`config.mk`:
```
export PLATFORM = sky130hd
export DESIGN_NAME = jw_sched
export DESIGN_NICKNAME = d
export VERILOG_FILES = /design/src/rtl/jw_pkg.sv /design/src/rtl/jw_cfg_check.sv /design/src/rtl/jw_cmd_seq.sv /design/src/rtl/jw_rel_seq.sv /design/src/rtl/jw_sched.sv
export SDC_FILE = /design/constraint.sdc
export NUM_CORES = 1
export LEC_CHECK = 0
export BUFFER_PORTS_ARGS = -buffer_cell sky130_fd_sc_hd__clkbuf_2
export CAP_MARGIN = 30
export CELL_PAD_IN_SITES_DETAIL_PLACEMENT = 1
export CELL_PAD_IN_SITES_GLOBAL_PLACEMENT = 1
export CORE_ASPECT_RATIO = 1.25
export CORE_MARGIN = 5
export CORE_UTILIZATION = 44
export CTS_BUF_LIST = sky130_fd_sc_hd__clkbuf_4 sky130_fd_sc_hd__clkbuf_8 sky130_fd_sc_hd__clkbuf_16
export CTS_CLUSTER_SIZE = 16
export DETAILED_ROUTE_END_ITERATION = 16
export PLACE_DENSITY = 0.89
export SKIP_CTS_REPAIR_TIMING = 1
export SLEW_MARGIN = 40
export SYNTH_ARGS = -nofsm -noshare
export SYNTH_HDL_FRONTEND = slang
export SYNTH_SLANG_ARGS = --single-unit
```
`constraint.sdc`:
```
create_clock -name clk -period 8.13 [get_ports clk]
set_input_delay 1.626 -clock clk [delete_from_list [all_inputs] [get_ports clk]]
set_output_delay 1.626 -clock clk [all_outputs]
set_load 0.03 [all_outputs]
```
`src/rtl/jw_pkg.sv`:
```
package jw_pkg;
    localparam int WREF     = 4;
    localparam int WREF_LOG = 2;

    typedef enum logic [1:0] {
        ST_IDLE = 2'd0,
        ST_RUN  = 2'd1,
        ST_REL  = 2'd2
    } sched_st_e;

    typedef enum logic {
        PH_INNER = 1'b0,
        PH_OUTER = 1'b1
    } phase_e;
endpackage

```
`src/rtl/jw_cfg_check.sv`:
```
module jw_cfg_check #(
    parameter int WW   = 9,
    parameter int IW   = 8,
    parameter int WMAX = 128
) (
    input  logic [WW-1:0] win,
    input  logic [IW-1:0] ieff,
    output logic          ok,
    output logic [IW-1:0] iters,
    output logic [WW-1:0] step_blocks
);
    logic win_pow2, win_min, win_max, ieff_ok;

    always_comb begin
        win_pow2    = (win != '0) && ((win & (win - 1'b1)) == '0);
        win_min     = win >= WW'(jw_pkg::WREF);
        win_max     = win <= WW'(WMAX);
        ieff_ok     = (ieff[jw_pkg::WREF_LOG-1:0] == '0) && (ieff != '0);
        ok          = win_pow2 && win_min && win_max && ieff_ok;
        iters       = ieff >> jw_pkg::WREF_LOG;
        step_blocks = win >> jw_pkg::WREF_LOG;
    end
endmodule

```
`src/rtl/jw_cmd_seq.sv`:
```
module jw_cmd_seq #(
    parameter int WW = 9,
    parameter int IW = 8
) (
    input  logic          clk,
    input  logic          rst,
    input  logic          clear,
    input  logic          fire,
    input  logic [WW-1:0] off_last,
    input  logic [IW-1:0] iter_last,
    output logic [WW-1:0] off,
    output jw_pkg::phase_e phase,
    output logic          pos_done
);
    logic [IW-1:0] iter;
    logic          off_end;

    assign off_end  = (off == off_last);
    assign pos_done = fire && off_end && (phase == jw_pkg::PH_OUTER) && (iter == iter_last);

    always_ff @(posedge clk) begin
        if (rst || clear) begin
            off   <= '0;
            phase <= jw_pkg::PH_INNER;
            iter  <= '0;
        end else if (fire) begin
            if (off_end) begin
                off <= '0;
                if (phase == jw_pkg::PH_OUTER) begin
                    phase <= jw_pkg::PH_INNER;
                    iter  <= (iter == iter_last) ? '0 : iter + 1'b1;
                end else begin
                    phase <= jw_pkg::PH_OUTER;
                end
            end else begin
                off <= off + 1'b1;
            end
        end
    end
endmodule

```
`src/rtl/jw_rel_seq.sv`:
```
module jw_rel_seq #(
    parameter int WW = 9,
    parameter int BW = 16
) (
    input  logic          clk,
    input  logic          rst,
    input  logic          clear,
    input  logic          active,
    input  logic [WW-1:0] step_last,
    output logic [BW-1:0] base,
    output logic [BW-1:0] rel_blk,
    output logic          rel_end
);
    logic [WW-1:0] rcnt;

    assign rel_end = active && (rcnt == step_last);
    assign rel_blk = base + BW'(rcnt);

    always_ff @(posedge clk) begin
        if (rst || clear) begin
            rcnt <= '0;
            base <= '0;
        end else if (active) begin
            if (rcnt == step_last) begin
                rcnt <= '0;
                base <= base + BW'(step_last) + 1'b1;
            end else begin
                rcnt <= rcnt + 1'b1;
            end
        end
    end
endmodule

```
`src/rtl/jw_sched.sv`:
```
module jw_sched #(
    parameter int WMAX = 128,
    parameter int BW   = 16,
    parameter int KW   = 12,
    parameter int IW   = 8,
    localparam int WW  = $clog2(WMAX) + 2,
    localparam int SBW = KW + WW
) (
    input  logic           clk,
    input  logic           rst,
    input  logic           start,
    input  logic [WW-1:0]  cfg_win,
    input  logic [KW-1:0]  cfg_blklen,
    input  logic [IW-1:0]  cfg_ieff,
    output logic           cmd_valid,
    input  logic           cmd_ready,
    output logic [BW-1:0]  cmd_blk,
    output logic           cmd_outer,
    output logic [BW-1:0]  win_base,
    output logic           rel_valid,
    output logic [BW-1:0]  rel_blk,
    output logic [SBW-1:0] step_bits,
    output logic           cfg_err
);
    import jw_pkg::*;

    sched_st_e     st;
    logic [WW-1:0] off_last_r, step_last_r;
    logic [IW-1:0] iter_last_r;
    logic          cfg_ok, load, fire, pos_done, rel_end;
    logic [IW-1:0] cfg_iters;
    logic [WW-1:0] cfg_step;
    logic [WW-1:0] off;
    phase_e        phase;

    jw_cfg_check #(.WW(WW), .IW(IW), .WMAX(WMAX)) u_cfg (
        .win(cfg_win), .ieff(cfg_ieff), .ok(cfg_ok),
        .iters(cfg_iters), .step_blocks(cfg_step)
    );

    assign load      = start && (st == ST_IDLE) && cfg_ok;
    assign cmd_valid = (st == ST_RUN);
    assign rel_valid = (st == ST_REL);
    assign fire      = cmd_valid && cmd_ready;

    jw_cmd_seq #(.WW(WW), .IW(IW)) u_cmd (
        .clk(clk), .rst(rst), .clear(load), .fire(fire),
        .off_last(off_last_r), .iter_last(iter_last_r),
        .off(off), .phase(phase), .pos_done(pos_done)
    );

    jw_rel_seq #(.WW(WW), .BW(BW)) u_rel (
        .clk(clk), .rst(rst), .clear(load), .active(rel_valid),
        .step_last(step_last_r), .base(win_base),
        .rel_blk(rel_blk), .rel_end(rel_end)
    );

    assign cmd_blk   = win_base + BW'(off);
    assign cmd_outer = (phase == PH_OUTER);

    always_ff @(posedge clk) begin
        if (rst) begin
            st          <= ST_IDLE;
            off_last_r  <= '0;
            step_last_r <= '0;
            iter_last_r <= '0;
            step_bits   <= '0;
            cfg_err     <= 1'b0;
        end else begin
            unique case (st)
                ST_IDLE: begin
                    if (start) begin
                        if (cfg_ok) begin
                            off_last_r  <= cfg_win - 1'b1;
                            step_last_r <= cfg_step - 1'b1;
                            iter_last_r <= cfg_iters - 1'b1;
                            step_bits   <= SBW'(cfg_step) * SBW'(cfg_blklen);
                            cfg_err     <= 1'b0;
                            st          <= ST_RUN;
                        end else begin
                            cfg_err <= 1'b1;
                        end
                    end
                end
                ST_RUN: if (pos_done) st <= ST_REL;
                ST_REL: if (rel_end)  st <= ST_RUN;
                default: st <= ST_IDLE;
            endcase
        end
    end
endmodule

```
==> flow_metrics.tcl, run 1 <==
set metrics [dict create \
    pin_count 106 \
    rsz0062_at_grt "no" \
    synth_seq_cells 89 \
    grt_usage_pct 22.7 \
    nets 1218 \
    drtPass1Iterations 4 \
    gp_congestion 0.818 \
    cp.required_ns 8.37 \
    cp_top_family "adder cells" \
    max_slew_margin_pct 51.0 \
    dp.cells 1270 \
    crit_path_top_delay_cell "fa_1" \
    max_freq_mhz 159 \
    finalNonFillerCells 1286 \
    regToRegSetupSlack_ns 5.18 \
    nFillCells 2229 \
    vias 7251 \
    synth.most_common_cell "nand2_1" \
    synth_ff_type "dfxtp_1" \
    reg2reg_depth 10 \
    p_leak_nw 4.07 \
    synth-async-reset-ratio_pct 0 \
    root_buffer "clkbuf_16" \
    grt_pass1_wl_mm 39.8 \
    crit_chain "clkbuf_2 > and2_1 > fa_1 > inv_1 > fa_1 > inv_1 > fa_1 > inv_1 > fa_1 > inv_1 > ha_1 > a21o_1 > a221o_1 > or3b_2 > o21ai_0 > a41oi_1 > o221a_2" \
    dieWidth_um 132 \
    synth_top_area_share_pct 21.9 \
    place_area_mm2 0.00883 \
    io_buffers 103 \
    clock_latency_ns 0.35 \
    antenna_cells 0 \
    reg2reg_from "u_rel.base[0]" \
    cts_buffer_depth 2 \
    area_growth_pct 11.8 \
    post-dp-hpwl_mm 18.9 \
    final-hold-violation-count 0 \
    cp-endpoint "step_bits[18]" \
    path_class "in -> reg" \
    setup_tns_ns 0 \
    synthesis.area_mm2 0.00815 \
    clk_pin_slew_worst_paths_ns 0.06 \
    hold_path.startpoint "step_bits[14]" \
    die_area_mm2 0.0214 \
    yosys-top-cells-count "nand2_1 (93), nor2_1 (91), dfxtp_1 (89)" \
    period_share_pct 77.3 \
    cp.arrival_ns 6.53 \
    grt_pass1_vias 8119 \
    synth_edf_count 0 \
    ys_seq_area_share_pct 21.9 \
    worst_pin_slew_ns 0.734 \
    fin_area_mm2 0.00912 \
    htreeDepth 3 \
    setup_viol 0 \
    max_cap_violations 0 \
    synthDistinctLibCells 58 \
    cts_buffers 9 \
    core_mm2 0.0182 \
    hp-class "reg -> reg" \
    antenna_found_initial 0 \
    cts_tree "built" \
    drc 0 \
    yosysWarnings 0 \
    grt_max_degree 49 \
    fin_crit_ns 6.28 \
    fin_skew_ns 0.00735 \
    ir_worst_vdd_mv 0.145 \
    postRouteAntennaNets 0 \
    die_h_um 162 \
    synthesis.instances 968 \
    drive_gt1_share_pct 13.7 \
    synth_area_leader_cell "dfxtp_1" \
    status "complete, no violations" \
    slowest_delay_ns 0.56 \
    critPathLaunchType "input port" \
    post_drt_wl_per_cell_um 18.5 \
    setup.worst_path.start "cfg_win[8]" \
    pwr_density_cell_mw_per_mm2 165 \
    routed_wl_mm 23.8 \
    reg2reg_to "u_rel.base[10]" \
    cp-end-kind "flop" \
    drtIter0Drc 319 \
    slew_violations 0 \
    grt_overflow 0 \
    initial_core_util_pct 44.9 \
    critical_path_depth 17 \
    synth_area_leaders "dfxtp_1 (22%), fa_1 (13%), ha_1 (12%)" \
    row_count 55 \
    cts.sinks 89 \
    syn_area_per_cell_um2 8.42 \
    viasPerCell 5.64 \
    crit_fanout 17 \
    path_buf_inv 5 \
]
## layout make-up
class / instances / area [um^2] / area share, %
multi-input cells: 760 / 5890 / 64.6
inverters: 85 / 319 / 3.50
clock inverters: 5 / 40.0 / 0.439
repair buffers: 108 / 561 / 6.15
clock buffers: 11 / 240 / 2.63
flip-flops and latches: 89 / 1780 / 19.5
well taps: 228 / 285 / 3.13
## kinds of logic (layout without fill, tap and decap cells)
| family | count (synthesis) | in the layout | share of synthesized area, % |
|---|---|---|---|
| adder cells (fa/ha/maj) | 132 | 132 | 25.0 |
| flip-flops | 89 | 89 | 21.9 |
| AND/OR/NAND/NOR | 348 | 348 | 21.1 |
| multiplexers | 5 | 5 | 0.614 |
| AO/OA/AOI/OAI | 173 | 173 | 14.5 |
| XOR/XNOR | 100 | 100 | 10.7 |
| other | 1 | 2 | 0.0460 |
| buffers and inverters | 120 | 209 | 6.06 |
## worst min-delay path by stage
stage               cells past startpoint              to  slack [ns]
floorplan                               2  iter_last_r[6]        0.44
global placement                        2    step_bits[6]        0.44
detailed placement                      2    step_bits[8]        0.45
CTS                                     2    step_bits[0]        0.46
global route                            2    step_bits[8]        0.48
finish                                  2   step_bits[14]        0.46
## tightest hold or removal path, delay by kind of cell, from the launching register on
family,cells,cell delay (ns)
flip-flops,1,0.31
AO/OA/AOI/OAI,1,0.05
AND/OR/NAND/NOR,1,0.05
## through the flow
stage / util, % / power, W / setup slack, ns / hold slack [ns]
finish: 50.2 / 0.00151 / 1.85 / 0.459
global route: 50.2 / 0.00162 / 1.59 / 0.479
CTS: 50.2 / 0.00152 / 1.84 / 0.459
detailed placement: 48.6 / 0.00110 / 1.52 / 0.451
global placement: 48.5 / 0.00107 / 1.69 / 0.439
floorplan: - / 0.000937 / 1.84 / 0.441
## cell usage in the layout (no fill, tap or decap), types with 15 or more instances in the layout
master,netlist,final
a21oi_1,48,48
xnor2_1,73,73
xor2_1,27,27
nor2_1,91,91
o21ai_0,27,27
nand3_1,22,22
nand4_1,15,15
inv_1,85,85
fa_1,52,52
nand2_1,93,92
or3_1,15,15
dfxtp_1,89,89
clkbuf_2,0,103
and2_1,56,56
a211oi_1,33,33
ha_1,80,80
## flip-flops by register name, summed over array words and instances (netlist names)
| register | cells |
|---|---|
| u_rel.rcnt | 9 |
| u_rel.base | 16 |
| step_bits | 19 |
| u_cmd.iter | 8 |
| st | 2 |
| u_cmd.off | 9 |
| u_cmd.phase | 1 |
| iter_last_r | 7 |
| cfg_err | 1 |
| step_last_r | 8 |
| off_last_r | 9 |
## layer usage
metal	global-route usage, %	up-vias	share of wire, %
li1	-	3454	-
met1	23.7	3559	38
met2	43.6	172	54
met3	3.25	66	3.1
met4	11.9	0	5.1
met5	0	-	0
## power breakdown
group	total, W	internal, W	switching, W
logic	0.000665	0.000269	0.000396
registers	0.000437	0.000436	0.000000476
clock network	0.000404	0.000216	0.000188
total	0.00151	0.000921	0.000585
Note: power is estimated with default switching activity, not from simulation.
==> inputs of run 2 (changes only) <==
Clock period 8.13 ns to 6.2 ns, I/O delays scaled along.
==> flow_metrics.tcl, run 2 (synthesis gave the netlist of run 1 again) <==
set metrics [dict create \
    grt_max_degree 49 \
    cts_tree "built" \
    grt_usage_pct 23.7 \
    drtIter0Drc 231 \
    antenna_cells 0 \
    final-hold-violation-count 0 \
    dieWidth_um 132 \
    slowest_delay_ns 0.55 \
    rsz0062_at_grt "no" \
    max_slew_margin_pct 50.0 \
    drc 0 \
    post_drt_wl_per_cell_um 19.4 \
    core_mm2 0.0182 \
    hold_path.startpoint "step_bits[11]" \
    slew_violations 0 \
    status "complete, no violations" \
    row_count 55 \
    setup_tns_ns 0 \
    path_class "in -> reg" \
    pin_count 106 \
    die_h_um 162 \
    grt_overflow 0 \
    routed_wl_mm 25.2 \
    crit_path_top_delay_cell "fa_1" \
    setup_viol 0 \
    dp_worst_setup_slack_ns 0.0719 \
    hold_path_depth 2 \
    crit_chain "clkbuf_2 > and2_1 > fa_1 > inv_1 > fa_1 > inv_1 > fa_1 > inv_1 > fa_1 > inv_1 > ha_1 > a21o_1 > a221o_1 > or3b_2 > o21ai_0 > a41oi_1 > o221a_2" \
    largest_reg_flops 19 \
    nFillCells 2263 \
    max_cap_violations 0 \
    period_share_pct 93.9 \
    reg2reg_depth 10 \
    clk_pin_slew_worst_paths_ns 0.06 \
    initial_core_util_pct 44.9 \
    cp-end-kind "flop" \
    cp.arrival_ns 6.07 \
    power_w 0.00207 \
    io_buffers 103 \
    cp.required_ns 6.44 \
    worst_pin_slew_ns 0.751 \
    largestRegisters "step_bits (19), u_rel.base (16)" \
    regToRegSetupSlack_ns 3.32 \
    cts.sinks 89 \
    root_buffer "clkbuf_16" \
    top_register "step_bits" \
    finalNonFillerCells 1296 \
    area_growth_pct 13.0 \
    multi_input_area_mm2 0.00589 \
    die_area_mm2 0.0214 \
    pwr_density_cell_mw_per_mm2 224 \
    fin_hold_ws_ns 0.450 \
    drive_gt1_share_pct 14.4 \
    final_cell_mix "clkbuf_2 (103), nand2_1 (93), nor2_1 (91)" \
    cts_buffers 9 \
    post-dp-hpwl_mm 20.0 \
    hp-class "reg -> reg" \
    final_common_cell "clkbuf_2" \
    regArea_mm2 0.00178 \
    drtPass1Iterations 4 \
    cts_buffer_depth 2 \
    fin_skew_ns 0.00709 \
    grt_pass1_wl_mm 41.5 \
    ir_worst_vdd_mv 0.259 \
    max_freq_mhz 172 \
    htreeDepth 3 \
    antenna_found_initial 0 \
    gp_congestion 0.874 \
    postRouteAntennaNets 0 \
    vias 7366 \
    grt_pass1_vias 8288 \
    reg2reg_from "u_rel.base[0]" \
    clock_latency_ns 0.36 \
    p_leak_nw 4.14 \
    hold_path_end "step_bits[11]" \
    wl_met1_mm 9.19 \
    nets 1228 \
    wl_met2_mm 14.0 \
    crit_fanout 18 \
    wl_met3_um 800 \
    reg2reg_to "u_rel.base[12]" \
    layout_setup_ws_ns 0.376 \
    dp.cells 1280 \
    viasPerCell 5.68 \
    fin_crit_ns 5.82 \
    critPathLaunchType "input port" \
    setup.worst_path.start "cfg_win[4]" \
    highest-signal-layer "met4" \
]
-- run 2: cell types whose count changed in the layout (fill, tap and decap cells not counted) --
cell	delta
buf_4	+11
buf_8	-1
bufinv_16	+1
clkbuf_4	-1
clkbuf_8	+1
clkinv_2	+1
clkinv_4	-1
clkinvlp_4	-2
inv_6	+1
nand2_1	+1
nand2_2	-1
-- run 2: metal layers --
layer	global-route usage (%)	vias up
li1	-	3477
met1	23.2	3639
met2	47.2	171
met3	3.78	79
met4	12.0	0
met5	0	-
-- run 2: metrics by stage --
step | util (%) | instance area [um^2]
after floorplan | - | 8160
after global placement | 49.0 | 8900
after detailed placement | 49.0 | 8900
after CTS | 50.7 | 9200
after global routing | 50.7 | 9210
final | 50.7 | 9210
-- run 2: how the worst max path moves through the flow --
stage                               end  depth (start not counted)
after floorplan           step_bits[18]                         18
after global routing      step_bits[18]                         17
after CTS                 step_bits[18]                         17
final                     step_bits[18]                         17
after global placement    step_bits[18]                         17
after detailed placement  step_bits[18]                         17
-- run 2: final cells by class --
| type | count | area share, % |
|---|---|---|
| Clock buffer | 11 | 2.68 |
| Clock inverter | 5 | 0.652 |
| Inverter | 85 | 3.46 |
| Multi-Input combinational cell | 760 | 63.9 |
| Sequential cell | 89 | 19.3 |
| Tap cell | 228 | 3.10 |
| Timing Repair Buffer | 118 | 6.82 |
-- run 2: report_power, final --
group	total [W]	internal, W	switching, W
sequential	0.000573	0.000572	0.000000685
combinational	0.000915	0.000369	0.000546
clock	0.000579	0.000331	0.000248
-- run 2: critical path, delay by kind of cell --
| kind | cells | cell delay (ns) |
|---|---|---|
| AOI/OAI and AO/OA | 5 | 1.21 |
| and+or+nand+nor | 2 | 0.73 |
| adders and majority gates | 5 | 2.38 |
| buffers and inverters | 5 | 0.51 |
==> inputs of run 3 (changes only) <==
Settings changed: ABC_AREA set to 1, CORE_UTILIZATION 44 to 43, PLACE_DENSITY 0.89 to 0.91.
==> flow_metrics.tcl, run 3 <==
set metrics [dict create \
    synth.most_common_cell "nand2_1" \
    final-hold-violation-count 0 \
    setup.worst_path.start "cfg_win[8]" \
    crit_fanout 15 \
    max_slew_margin_pct 55.1 \
    drc 0 \
    syn_area_per_cell_um2 6.39 \
    fin_util_pct 48.7 \
    p_leak_nw 5.63 \
    drtIter0Drc 355 \
    cp-end-kind "flop" \
    final_common_cell "nand2_1" \
    die_area_mm2 0.0242 \
    path_buf_inv 7 \
    htreeDepth 3 \
    period_share_pct 80.7 \
    drive_gt1_share_pct 9.29 \
    cp_common_cell "inv_1" \
    grt_usage_pct 23.2 \
    viasPerCell 5.10 \
    row_count 59 \
    worst_pin_slew_ns 0.673 \
    postRouteAntennaNets 0 \
    gp_congestion 0.895 \
    dp.cells 1776 \
    fin_hold_ws_ns 0.493 \
    cts.sinks 89 \
    cp_top_family "adder cells" \
    max_freq_mhz 200 \
    clock_latency_ns 0.36 \
    dp_worst_setup_slack_ns 0.804 \
    hp-class "reg -> reg" \
    synth_seq_cells 89 \
    grt_max_degree 69 \
    top_register "step_bits" \
    path_class "in -> reg" \
    die_h_um 173 \
    final_cell_mix "nand2_1 (441), inv_1 (277), nor2_1 (133)" \
    io_buffers 103 \
    cts_buffers 9 \
    crit_chain "clkbuf_2 > nand2_1 > inv_1 > fa_1 > inv_1 > fa_1 > inv_1 > fa_1 > inv_1 > fa_1 > inv_1 > ha_1 > nand2_1 > inv_1 > a21oi_1 > nor2_1 > nor2_1 > nand3b_1 > a21oi_1 > nor2_1" \
    core_mm2 0.0208 \
    synth-async-reset-ratio_pct 0 \
    initial_core_util_pct 43.7 \
    regToRegSetupSlack_ns 3.99 \
    synth_ff_type "dfxtp_1" \
    cts_buffer_depth 2 \
    grt_pass1_vias 9941 \
    largest_reg_flops 19 \
    antenna_cells 0 \
    max_cap_violations 0 \
    pin_count 106 \
    root_buffer "clkbuf_16" \
    cp.required_ns 6.46 \
    rsz0062_at_grt "no" \
    hold_path.startpoint "u_cmd.iter[6]" \
    synthDistinctLibCells 31 \
    clk_pin_slew_worst_paths_ns 0.07 \
    finalNonFillerCells 1792 \
    synth_area_leader_cell "dfxtp_1" \
    cp.arrival_ns 5.26 \
    area_growth_pct 11.5 \
    ir_worst_vdd_mv 0.146 \
    critPathLaunchType "input port" \
    synthesis.area_mm2 0.00910 \
    setup_tns_ns 0 \
    fin_skew_ns 0.0120 \
    cts_tree "built" \
    antenna_found_initial 0 \
    post_drt_wl_per_cell_um 15.5 \
    synth_edf_count 0 \
    crit_path_top_delay_cell "fa_1" \
    synth_top_area_share_pct 19.6 \
    synth_area_leaders "dfxtp_1 (20%), nand2_1 (18%), fa_1 (11%)" \
    nets 1678 \
    yosys-top-cells-count "nand2_1 (441), inv_1 (277), nor2_1 (133)" \
    grt_pass1_wl_mm 46.6 \
    dieWidth_um 140 \
    grt_overflow 0 \
    layout_setup_ws_ns 1.20 \
    yosysWarnings 0 \
    setup_viol 0 \
    slowest_delay_ns 0.54 \
    pwr_density_cell_mw_per_mm2 205 \
    fin_crit_ns 5.00 \
    synthesis.instances 1423 \
    ys_seq_area_share_pct 19.6 \
    routed_wl_mm 27.7 \
    post-dp-hpwl_mm 22.6 \
    reg2reg_from "u_rel.rcnt[1]" \
    vias 9135 \
    slew_violations 0 \
    status "complete, no violations" \
    largestRegisters "step_bits (19), u_rel.base (16)" \
    drtPass1Iterations 5 \
]
==> run 3: cell count changes after synthesis, moves of 15 or more <==
cell      before  now
or3_1         15    0
a211oi_1      33    0
xnor2_1       73   16
a21oi_1       48   90
nand2_1       93  441
inv_1         85  277
nand3_1       22   65
and2_1        56    3
nor2_1        91  133
xor2_1        27   49
==> run 3: path summary, 6_finish.rpt <==
path / to / cells past startpoint
setup reg to reg: u_rel.base[10] / 8
setup / recovery: step_bits[16] / 20
hold / removal: u_cmd.iter[6] / 2
hold reg to reg: u_cmd.iter[6] / 2
==> run 3: metrics by stage <==
step / power [W] / cell area, um^2
2_1_floorplan: 0.00124 / 9100
3_3_place_gp: 0.00147 / 9830
3_5_place_dp: 0.00151 / 9840
4_1_cts: 0.00210 / 10100
5_1_grt: 0.00224 / 10100
6_report: 0.00208 / 10100
==> run 3: worst reg2reg max path, cell delays in order, from the launching register on <==
cell and delay, ns:
dfxtp_1 0.44, inv_1 0.12, nand2_1 0.08, nand4_1 0.11
nor2_1 0.17, nand3_2 0.42, inv_1 0.51, nand3b_1 0.14
a21oi_1 0.15
==> run 3: where the power goes <==
part	total, W	internal (W)	switching (W)
sequential	0.000572	0.000572	0.000000613
combinational	0.000923	0.000327	0.000596
clock	0.000580	0.000325	0.000255
==> run 3: final cells by class <==
class / instances / area [um^2]
clock buffers: 11 / 240
clock inverters: 5 / 63.8
fillers: 2882 / 10700
inverters: 284 / 1070
multi-input cells: 1023 / 6110
flip-flops and latches: 89 / 1780
well taps: 274 / 343
repair buffers: 106 / 538
==> run 3: metal layers <==
metal	global-route usage, %	wire length (um)	vias to the layer above
li1	-	-	4512
met1	24.3	10500	4371
met2	45.1	15100	182
met3	2.90	871	70
met4	10.9	1290	0
met5	0	0	-
==> run 3: cells by family after synthesis <==
kind of cell | Yosys count | share of synthesized area, %
XOR/XNOR | 65 | 6.26
buffers and inverters | 312 | 13.4
flip-flops | 89 | 19.6
AO/OA/AOI/OAI | 137 | 7.67
other | 1 | 0.0412
AND/OR/NAND/NOR | 687 | 30.6
adder cells (fa/ha/maj) | 132 | 22.4
